===== config.mk =====
export PLATFORM = sky130hd
export DESIGN_NAME = cfg_space_hdr
export DESIGN_NICKNAME = d
export VERILOG_FILES = /design/src/rtl/cfg_hdr_pkg.sv /design/src/rtl/cfg_bar.sv /design/src/rtl/cfg_ctl.sv /design/src/rtl/cfg_rd_mux.sv /design/src/rtl/cfg_space_hdr.sv
export SDC_FILE = /design/constraint.sdc
export NUM_CORES = 1
export LEC_CHECK = 0
export BUFFER_PORTS_ARGS = -buffer_cell sky130_fd_sc_hd__buf_2
export CAP_MARGIN = 30
export CORE_UTILIZATION = 55
export CTS_CLUSTER_DIAMETER = 60
export DETAILED_ROUTE_END_ITERATION = 8
export GPL_TIMING_DRIVEN = 1
export PLACE_DENSITY = 0.8
export REMOVE_ABC_BUFFERS = 1
export SETUP_SLACK_MARGIN = 0.4
export SYNTH_ARGS = -nofsm -noshare
export SYNTH_HDL_FRONTEND = slang
export SYNTH_SLANG_ARGS = --single-unit
export TNS_END_PERCENT = 1

===== constraint.sdc =====
create_clock -name clk -period 2.1 [get_ports clk]
set_input_delay 0.105 -clock clk [delete_from_list [all_inputs] [get_ports clk]]
set_output_delay 0.105 -clock clk [all_outputs]
set_load 0.02 [all_outputs]

===== src/rtl/cfg_hdr_pkg.sv =====
package cfg_hdr_pkg;
  localparam int NUM_BARS  = 6;
  localparam int DW_AW     = 6;
  localparam int DW_ID     = 0;
  localparam int DW_CMD    = 1;
  localparam int DW_CLASS  = 2;
  localparam int DW_BAR0   = 4;
  localparam int DW_IRQ    = 15;

  function automatic logic [31:0] be_merge(input logic [31:0] old_v,
                                           input logic [31:0] new_v,
                                           input logic [3:0]  be);
    logic [31:0] r;
    for (int b = 0; b < 4; b++) begin
      r[b*8 +: 8] = be[b] ? new_v[b*8 +: 8] : old_v[b*8 +: 8];
    end
    return r;
  endfunction
endpackage


===== src/rtl/cfg_bar.sv =====
module cfg_bar #(
  parameter int   SIZE_LOG2 = 12,
  parameter logic IS_IO     = 1'b0
) (
  input  logic        clk,
  input  logic        rst_n,
  input  logic        wr_en,
  input  logic [3:0]  be,
  input  logic [31:0] wdata,
  input  logic        io_en,
  input  logic        mem_en,
  input  logic [31:0] dec_addr,
  input  logic        dec_is_io,
  output logic [31:0] rd_val,
  output logic        hit
);
  import cfg_hdr_pkg::*;

  generate
    if (SIZE_LOG2 == 0) begin : g_absent
      logic unused_bar_in;
      assign unused_bar_in = ^{clk, rst_n, wr_en, be, wdata, io_en, mem_en, dec_addr, dec_is_io};
      assign rd_val = '0;
      assign hit    = 1'b0;
    end else begin : g_present
      localparam logic [31:0] ADDR_MASK = ~((32'd1 << SIZE_LOG2) - 32'd1);
      localparam logic [31:0] TYPE_FLAG = IS_IO ? 32'h0000_0001 : 32'h0000_0000;

      logic [31:0] base_q, base_d;
      logic        space_ok;

      always_comb begin
        base_d = base_q;
        if (wr_en) base_d = be_merge(base_q, wdata, be) & ADDR_MASK;
      end

      always_ff @(posedge clk or negedge rst_n) begin
        if (!rst_n) base_q <= '0;
        else        base_q <= base_d;
      end

      assign space_ok = IS_IO ? (io_en && dec_is_io) : (mem_en && !dec_is_io);
      assign hit      = space_ok && ((dec_addr & ADDR_MASK) == base_q);
      assign rd_val   = base_q | TYPE_FLAG;

      p_base_aligned_r5: assert property (@(posedge clk) disable iff (!rst_n)
        (base_q & ~ADDR_MASK) == 32'd0);
      p_hit_gated_r7: assert property (@(posedge clk) disable iff (!rst_n)
        hit |-> (IS_IO ? (io_en && dec_is_io) : (mem_en && !dec_is_io)));
    end
  endgenerate
endmodule


===== src/rtl/cfg_ctl.sv =====
module cfg_ctl (
  input  logic       clk,
  input  logic       rst_n,
  input  logic       wr_cmd,
  input  logic       wr_line,
  input  logic [7:0] wbyte,
  output logic       io_en,
  output logic       mem_en,
  output logic       master_en,
  output logic [7:0] irq_line
);
  logic [2:0] cmd_q, cmd_d;
  logic [7:0] line_q, line_d;

  always_comb begin
    cmd_d  = cmd_q;
    line_d = line_q;
    if (wr_cmd)  cmd_d  = wbyte[2:0];
    if (wr_line) line_d = wbyte;
  end

  always_ff @(posedge clk or negedge rst_n) begin
    if (!rst_n) begin
      cmd_q  <= '0;
      line_q <= '0;
    end else begin
      cmd_q  <= cmd_d;
      line_q <= line_d;
    end
  end

  assign io_en     = cmd_q[0];
  assign mem_en    = cmd_q[1];
  assign master_en = cmd_q[2];
  assign irq_line  = line_q;

  p_cmd_only_on_write_r4: assert property (@(posedge clk) disable iff (!rst_n)
    !wr_cmd |=> $stable(cmd_q));
endmodule


===== src/rtl/cfg_rd_mux.sv =====
module cfg_rd_mux #(
  parameter logic [15:0] VENDOR_ID  = 16'hA55A,
  parameter logic [15:0] DEVICE_ID  = 16'h0C31,
  parameter logic [23:0] CLASS_CODE = 24'h040000,
  parameter logic [7:0]  REV_ID     = 8'h02,
  parameter logic [7:0]  IRQ_PIN    = 8'h01
) (
  input  logic [cfg_hdr_pkg::DW_AW-1:0]                  dw_addr,
  input  logic                                           io_en,
  input  logic                                           mem_en,
  input  logic                                           master_en,
  input  logic [7:0]                                     irq_line,
  input  logic [cfg_hdr_pkg::NUM_BARS-1:0][31:0]         bar_rd,
  output logic [31:0]                                    rd_data
);
  import cfg_hdr_pkg::*;

  always_comb begin
    rd_data = '0;
    if (dw_addr >= DW_AW'(DW_BAR0) && dw_addr < DW_AW'(DW_BAR0 + NUM_BARS)) begin
      rd_data = bar_rd[dw_addr - DW_AW'(DW_BAR0)];
    end else begin
      case (dw_addr)
        DW_AW'(DW_ID):    rd_data = {DEVICE_ID, VENDOR_ID};
        DW_AW'(DW_CMD):   rd_data = {29'd0, master_en, mem_en, io_en};
        DW_AW'(DW_CLASS): rd_data = {CLASS_CODE, REV_ID};
        DW_AW'(DW_IRQ):   rd_data = {16'd0, IRQ_PIN, irq_line};
        default:          rd_data = '0;
      endcase
    end
  end
endmodule


===== src/rtl/cfg_space_hdr.sv =====
module cfg_space_hdr #(
  parameter logic [15:0] VENDOR_ID  = 16'hA55A,
  parameter logic [15:0] DEVICE_ID  = 16'h0C31,
  parameter logic [23:0] CLASS_CODE = 24'h040000,
  parameter logic [7:0]  REV_ID     = 8'h02,
  parameter logic [7:0]  IRQ_PIN    = 8'h01,
  parameter int          BAR_LOG2 [cfg_hdr_pkg::NUM_BARS] = '{12, 5, 4, 0, 0, 0},
  parameter logic [cfg_hdr_pkg::NUM_BARS-1:0] BAR_IO = 6'b000010
) (
  input  logic                            clk,
  input  logic                            rst_n,
  input  logic                            cfg_sel,
  input  logic                            cfg_we,
  input  logic [cfg_hdr_pkg::DW_AW-1:0]   cfg_dw_addr,
  input  logic [3:0]                      cfg_be,
  input  logic [31:0]                     cfg_wdata,
  output logic [31:0]                     cfg_rdata,
  input  logic [31:0]                     dec_addr,
  input  logic                            dec_is_io,
  output logic [cfg_hdr_pkg::NUM_BARS-1:0] hit_vec,
  output logic                            io_en,
  output logic                            mem_en,
  output logic                            master_en
);
  import cfg_hdr_pkg::*;

  logic                          wr_acc, rd_acc;
  logic                          wr_cmd, wr_line;
  logic [NUM_BARS-1:0]           bar_wr;
  logic [NUM_BARS-1:0][31:0]     bar_rd;
  logic [7:0]                    irq_line;
  logic [31:0]                   mux_data;
  logic [31:0]                   rdata_q, rdata_d;

  assign wr_acc  = cfg_sel && cfg_we;
  assign rd_acc  = cfg_sel && !cfg_we;
  assign wr_cmd  = wr_acc && cfg_be[0] && (cfg_dw_addr == DW_AW'(DW_CMD));
  assign wr_line = wr_acc && cfg_be[0] && (cfg_dw_addr == DW_AW'(DW_IRQ));

  cfg_ctl u_ctl (
    .clk       (clk),
    .rst_n     (rst_n),
    .wr_cmd    (wr_cmd),
    .wr_line   (wr_line),
    .wbyte     (cfg_wdata[7:0]),
    .io_en     (io_en),
    .mem_en    (mem_en),
    .master_en (master_en),
    .irq_line  (irq_line)
  );

  generate
    for (genvar g = 0; g < NUM_BARS; g++) begin : g_bar
      assign bar_wr[g] = wr_acc && (cfg_dw_addr == DW_AW'(DW_BAR0 + g));
      cfg_bar #(.SIZE_LOG2(BAR_LOG2[g]), .IS_IO(BAR_IO[g])) u_bar (
        .clk       (clk),
        .rst_n     (rst_n),
        .wr_en     (bar_wr[g]),
        .be        (cfg_be),
        .wdata     (cfg_wdata),
        .io_en     (io_en),
        .mem_en    (mem_en),
        .dec_addr  (dec_addr),
        .dec_is_io (dec_is_io),
        .rd_val    (bar_rd[g]),
        .hit       (hit_vec[g])
      );
    end
  endgenerate

  cfg_rd_mux #(
    .VENDOR_ID(VENDOR_ID), .DEVICE_ID(DEVICE_ID), .CLASS_CODE(CLASS_CODE),
    .REV_ID(REV_ID), .IRQ_PIN(IRQ_PIN)
  ) u_mux (
    .dw_addr   (cfg_dw_addr),
    .io_en     (io_en),
    .mem_en    (mem_en),
    .master_en (master_en),
    .irq_line  (irq_line),
    .bar_rd    (bar_rd),
    .rd_data   (mux_data)
  );

  always_comb begin
    rdata_d = rdata_q;
    if (rd_acc) rdata_d = mux_data;
  end

  always_ff @(posedge clk or negedge rst_n) begin
    if (!rst_n) rdata_q <= '0;
    else        rdata_q <= rdata_d;
  end

  assign cfg_rdata = rdata_q;

  p_rdata_hold_r10: assert property (@(posedge clk) disable iff (!rst_n)
    !(cfg_sel && !cfg_we) |=> $stable(cfg_rdata));
  p_no_hit_when_off_r7: assert property (@(posedge clk) disable iff (!rst_n)
    (!io_en && !mem_en) |-> (hit_vec == '0));
  p_enables_hold_r4: assert property (@(posedge clk) disable iff (!rst_n)
    !(cfg_sel && cfg_we) |=> ($stable(io_en) && $stable(mem_en) && $stable(master_en)));
  p_io_cycle_no_mem_hit_r7: assert property (@(posedge clk) disable iff (!rst_n)
    dec_is_io |-> ((hit_vec & ~BAR_IO) == '0));
endmodule


==> results by group <==
Worst hold path
  – Type of the worst min-delay path: in -> reg
  – Hold Path End: cfg_rdata[26]$_DFFE_PN0P_
  – HP Start: cfg_dw_addr[2]
  – Hold Path Cell Cnt: 4

STA
  – Tcrit/Tclk final: 1.09
  – Setup violators final: 3
  – Fin. Hold Viols: 0
  – Final setup TNS: -0.424 ns
  – Peak Freq: 437 MHz
  – Max_slew headroom: 0.527
  – Slew Limit Fails: 0
  – Minimum clock period: about 2.3 ns
  – Clock skew: 0.00485 ns
  – Unrepaired setup endpoints after global routing: true
  – Least-Margin Pin Slew: slightly above 0.7 ns
  – Worst setup margin: -0.189 ns

Placed design
  – Placed cells: ~750
  – Routability congestion estimate: 0.933
  – Port bufs: 112
  – HPWL after detailed placement: 11600 um

Setup path
  – R2r endpoint: cfg_rdata[5]$_DFFE_PN0P_
  – R2R depth: 3
  – Worst R2R Setup Slack: 0.98 ns
  – CP max FO: 3
  – Worst Path Required: ~2.0 ns
  – Setup CP Type: reg -> out
  – Reg2reg start: g_bar[1].u_bar.g_present.base_q[5]$_DFFE_PN0P_
  – Worst Setup Start Kind: flop
  – WP data arrival: roughly 2.2 ns
  – Crit path capture type: output port

Synth
  – Post-synthesis sequential area ratio: 0.494
  – XOR/XNOR share of the synthesized area: 0.110
  – Yosys cell types: 39
  – Mux contribution to synthesized area: 0.196
  – Register bit count reported by yosys: 118
  – Top cells by area, synth: dfrtp_1, mux2_2, xor2_1
  – Syn Area/Cell: 11.6 um2
  – Mapped Area: between 5000 and 6000 um2
  – Mapped Cells: slightly above 500
  – Ys Warns: 0
  – Synth Area in Compound Gates: 0.0708
  – Ys flop type: dfrtp_1
  – Top-area cell type share of the netlist area: 0.494
  – Number of flops mapped to enable cells by yosys: 0
  – Largest family of logic cells by synthesized area: multiplexers
  – Post-Synth Adder-Cell Area: 0
  – Synth area leader: dfrtp_1
  – Asr flop ratio synth: 1.00
  – Simple-Gate Fraction of Synth Area: 0.105

CTS
  – Clock latency on the worst-skew pair: 0.53 ns
  – Clock sink count: 118
  – CTS tree: yes
  – Max clock buf depth: 2
  – Root Driver: clkbuf_8
  – Clock buffer count from CTS: 17
  – # H-tree levels: 4
  – Clock slew at reported path FFs: approximately 0.060 ns

GRT
  – Initial antenna violation count: 1
  – Largest net degree at the start of global routing: 54
  – First-pass GRT wire length: 26000 um
  – GRT Total Usage: 0.314
  – Vias in the first global route: 4968
  – GRT overflow: 0

Power and ir drop
  – Clock Power Share: 0.479
  – Switching Power: 1.53 mW
  – Pwr dens: 800 nW/um2
  – Pleak: 3.84 nW
  – Sw Ratio: 0.248
  – Total power: 6.16 mW
  – Logic gate share of total power: 0.119
  – Flop pwr share: 0.402
  – Internal power: 4.63 mW
  – Worst IR drop on VDD: 0.589 mV

Die
  – Die H: 106 um
  – Cell Rows: 37
  – Io pins: 120
  – Chip width: around 110 um
  – Die area: 11300 um2
  – Core area: 10400 um2
  – Initial Utilization: 0.573

Final layout
  – Most frequent cells in the layout: dfrtp_1, buf_2, mux2_2
  – Multi-input gate area: ~2900 um2
  – Area growth syn-to-layout: 29.0%
  – Register area: a little under 3000 um2
  – Most common cell after layout, fill and taps aside: dfrtp_1
  – Layout cells sized above 1: 0.375
  – Final Non-Filler Cells: 822
  – Nets@finish: 751
  – Fillers: between 700 and 800

Job
  – Max capacitance violation total: 0

Routing
  – Initial DRC Count: 419
  – Via count: 4810
  – Final ANT Viol Nets: 0
  – Drt pass-1 iters: 5
  – Wire length per cell: between 20 and 25 um
  – DRC violations left: 0
  – DRT Wirelength: 16800 um
  – DR vias/cell: just under 6

Status
  – Status: finished with violations
  – Failing checks: setup timing
area by class of cell:
type / instances / area share
timing repair buffer: 161 / 0.134
sequential: 118 / 0.383
clock inverter: 8 / 0.0156
multi-input combinational: 373 / 0.382
inverter: 1 / 0.000487
antenna: 1 / 0.000325
clock buffer: 24 / 0.0624
tap: 136 / 0.0221
power by group through the flow:
stage	sequential (mW)	clock (mW)	combinational [mW]
2_1_floorplan	2.54	0	0.277
3_3_place_gp	2.51	0	0.643
3_5_place_dp	2.52	0	0.656
4_1_cts	2.48	2.96	0.724
5_1_grt	2.49	3.07	0.785
6_report	2.48	2.95	0.732
what timing repair did:
item | CTS | global route
buffers inserted | 2 | 0
pin swaps | 8 | 4
gates cloned | 0 | 0
gates resized for setup | 8 | 3
hold buffers | 33 | 0
setup endpoints to repair | 3 | 3
hold endpoints to repair | 204 | 0
cells in the mapped netlist (6+ instances only):
library cell	n
a22o_1	7
clkbuf_1	12
mux2_2	81
xnor2_1	27
nand4_1	10
buf_4	8
nand2_2	8
dfrtp_1	118
nor4_1	15
a21oi_1	25
o21ai_0	17
buf_2	6
nand2_1	32
nor2_1	34
xor2_1	48
mux2i_1	20
o2bb2ai_1	8
flip-flops by register name (all words and copies together) (netlist names):
| name | count |
|---|---|
| cfg_rdata | 32 |
| u_ctl.irq_line | 8 |
| g_bar.u_bar.g_present.base_q | 27 |
| g_bar.u_bar.rd_val | 48 |
| u_ctl.cmd_q | 3 |
stage by stage:
step                      instance area [um2]  worst slack (ns)  utilization  hold slack [ns]
after floorplan                          5840             0.283            -           -0.191
after global placement                   6690             0.238        0.642           0.0930
after detailed placement                 6690             0.243        0.642           0.0947
after CTS                                7680            -0.170        0.738           0.0371
after global routing                     7700            -0.226        0.739           0.0637
final                                    7700            -0.189        0.740           0.0611
worst max-delay path, cell delays in order, from the launching register on:
cell and delay (ns):
dfrtp_1 0.40, xor2_1 0.16, nor4_2 0.36, nand4_1 0.16
nor4_2 0.36, buf_4 0.21
how the worst max path moves through the flow:
stage / end / start / cells past startpoint / slack (ns)
3_3_place_gp: hit_vec[0] / g_bar[0].u_bar.rd_val[28]$_DFFE_PN0P_ / 5 / 0.24
6_report: hit_vec[0] / g_bar[0].u_bar.rd_val[13]$_DFFE_PN0P_ / 5 / -0.19
2_1_floorplan: u_ctl.irq_line[0]$_DFFE_PN0P_ / cfg_dw_addr[4] / 4 / 0.28
5_1_grt: hit_vec[0] / g_bar[0].u_bar.rd_val[13]$_DFFE_PN0P_ / 5 / -0.23
3_5_place_dp: hit_vec[0] / g_bar[0].u_bar.rd_val[28]$_DFFE_PN0P_ / 5 / 0.24
4_1_cts: hit_vec[2] / g_bar[2].u_bar.rd_val[11]$_DFFE_PN0P_ / 5 / -0.17
cells by family after synthesis:
kind of cell    after synthesis
other cells                   1
buf+inv                      28
simple gates                121
mux                         106
xor+xnor                     75
compound gates               68
flops                       118
per-layer routing:
layer | routed length, um | part of all wire | global-route usage | up-vias
li1 | - | - | - | 2142
met1 | 6990 | 0.42 | 0.409 | 2383
met2 | 8000 | 0.48 | 0.492 | 235
met3 | 1220 | 0.073 | 0.0822 | 50
met4 | 595 | 0.035 | 0.145 | 0
met5 | 0 | 0 | 0 | -
Note: power is estimated with default switching activity, not from simulation.
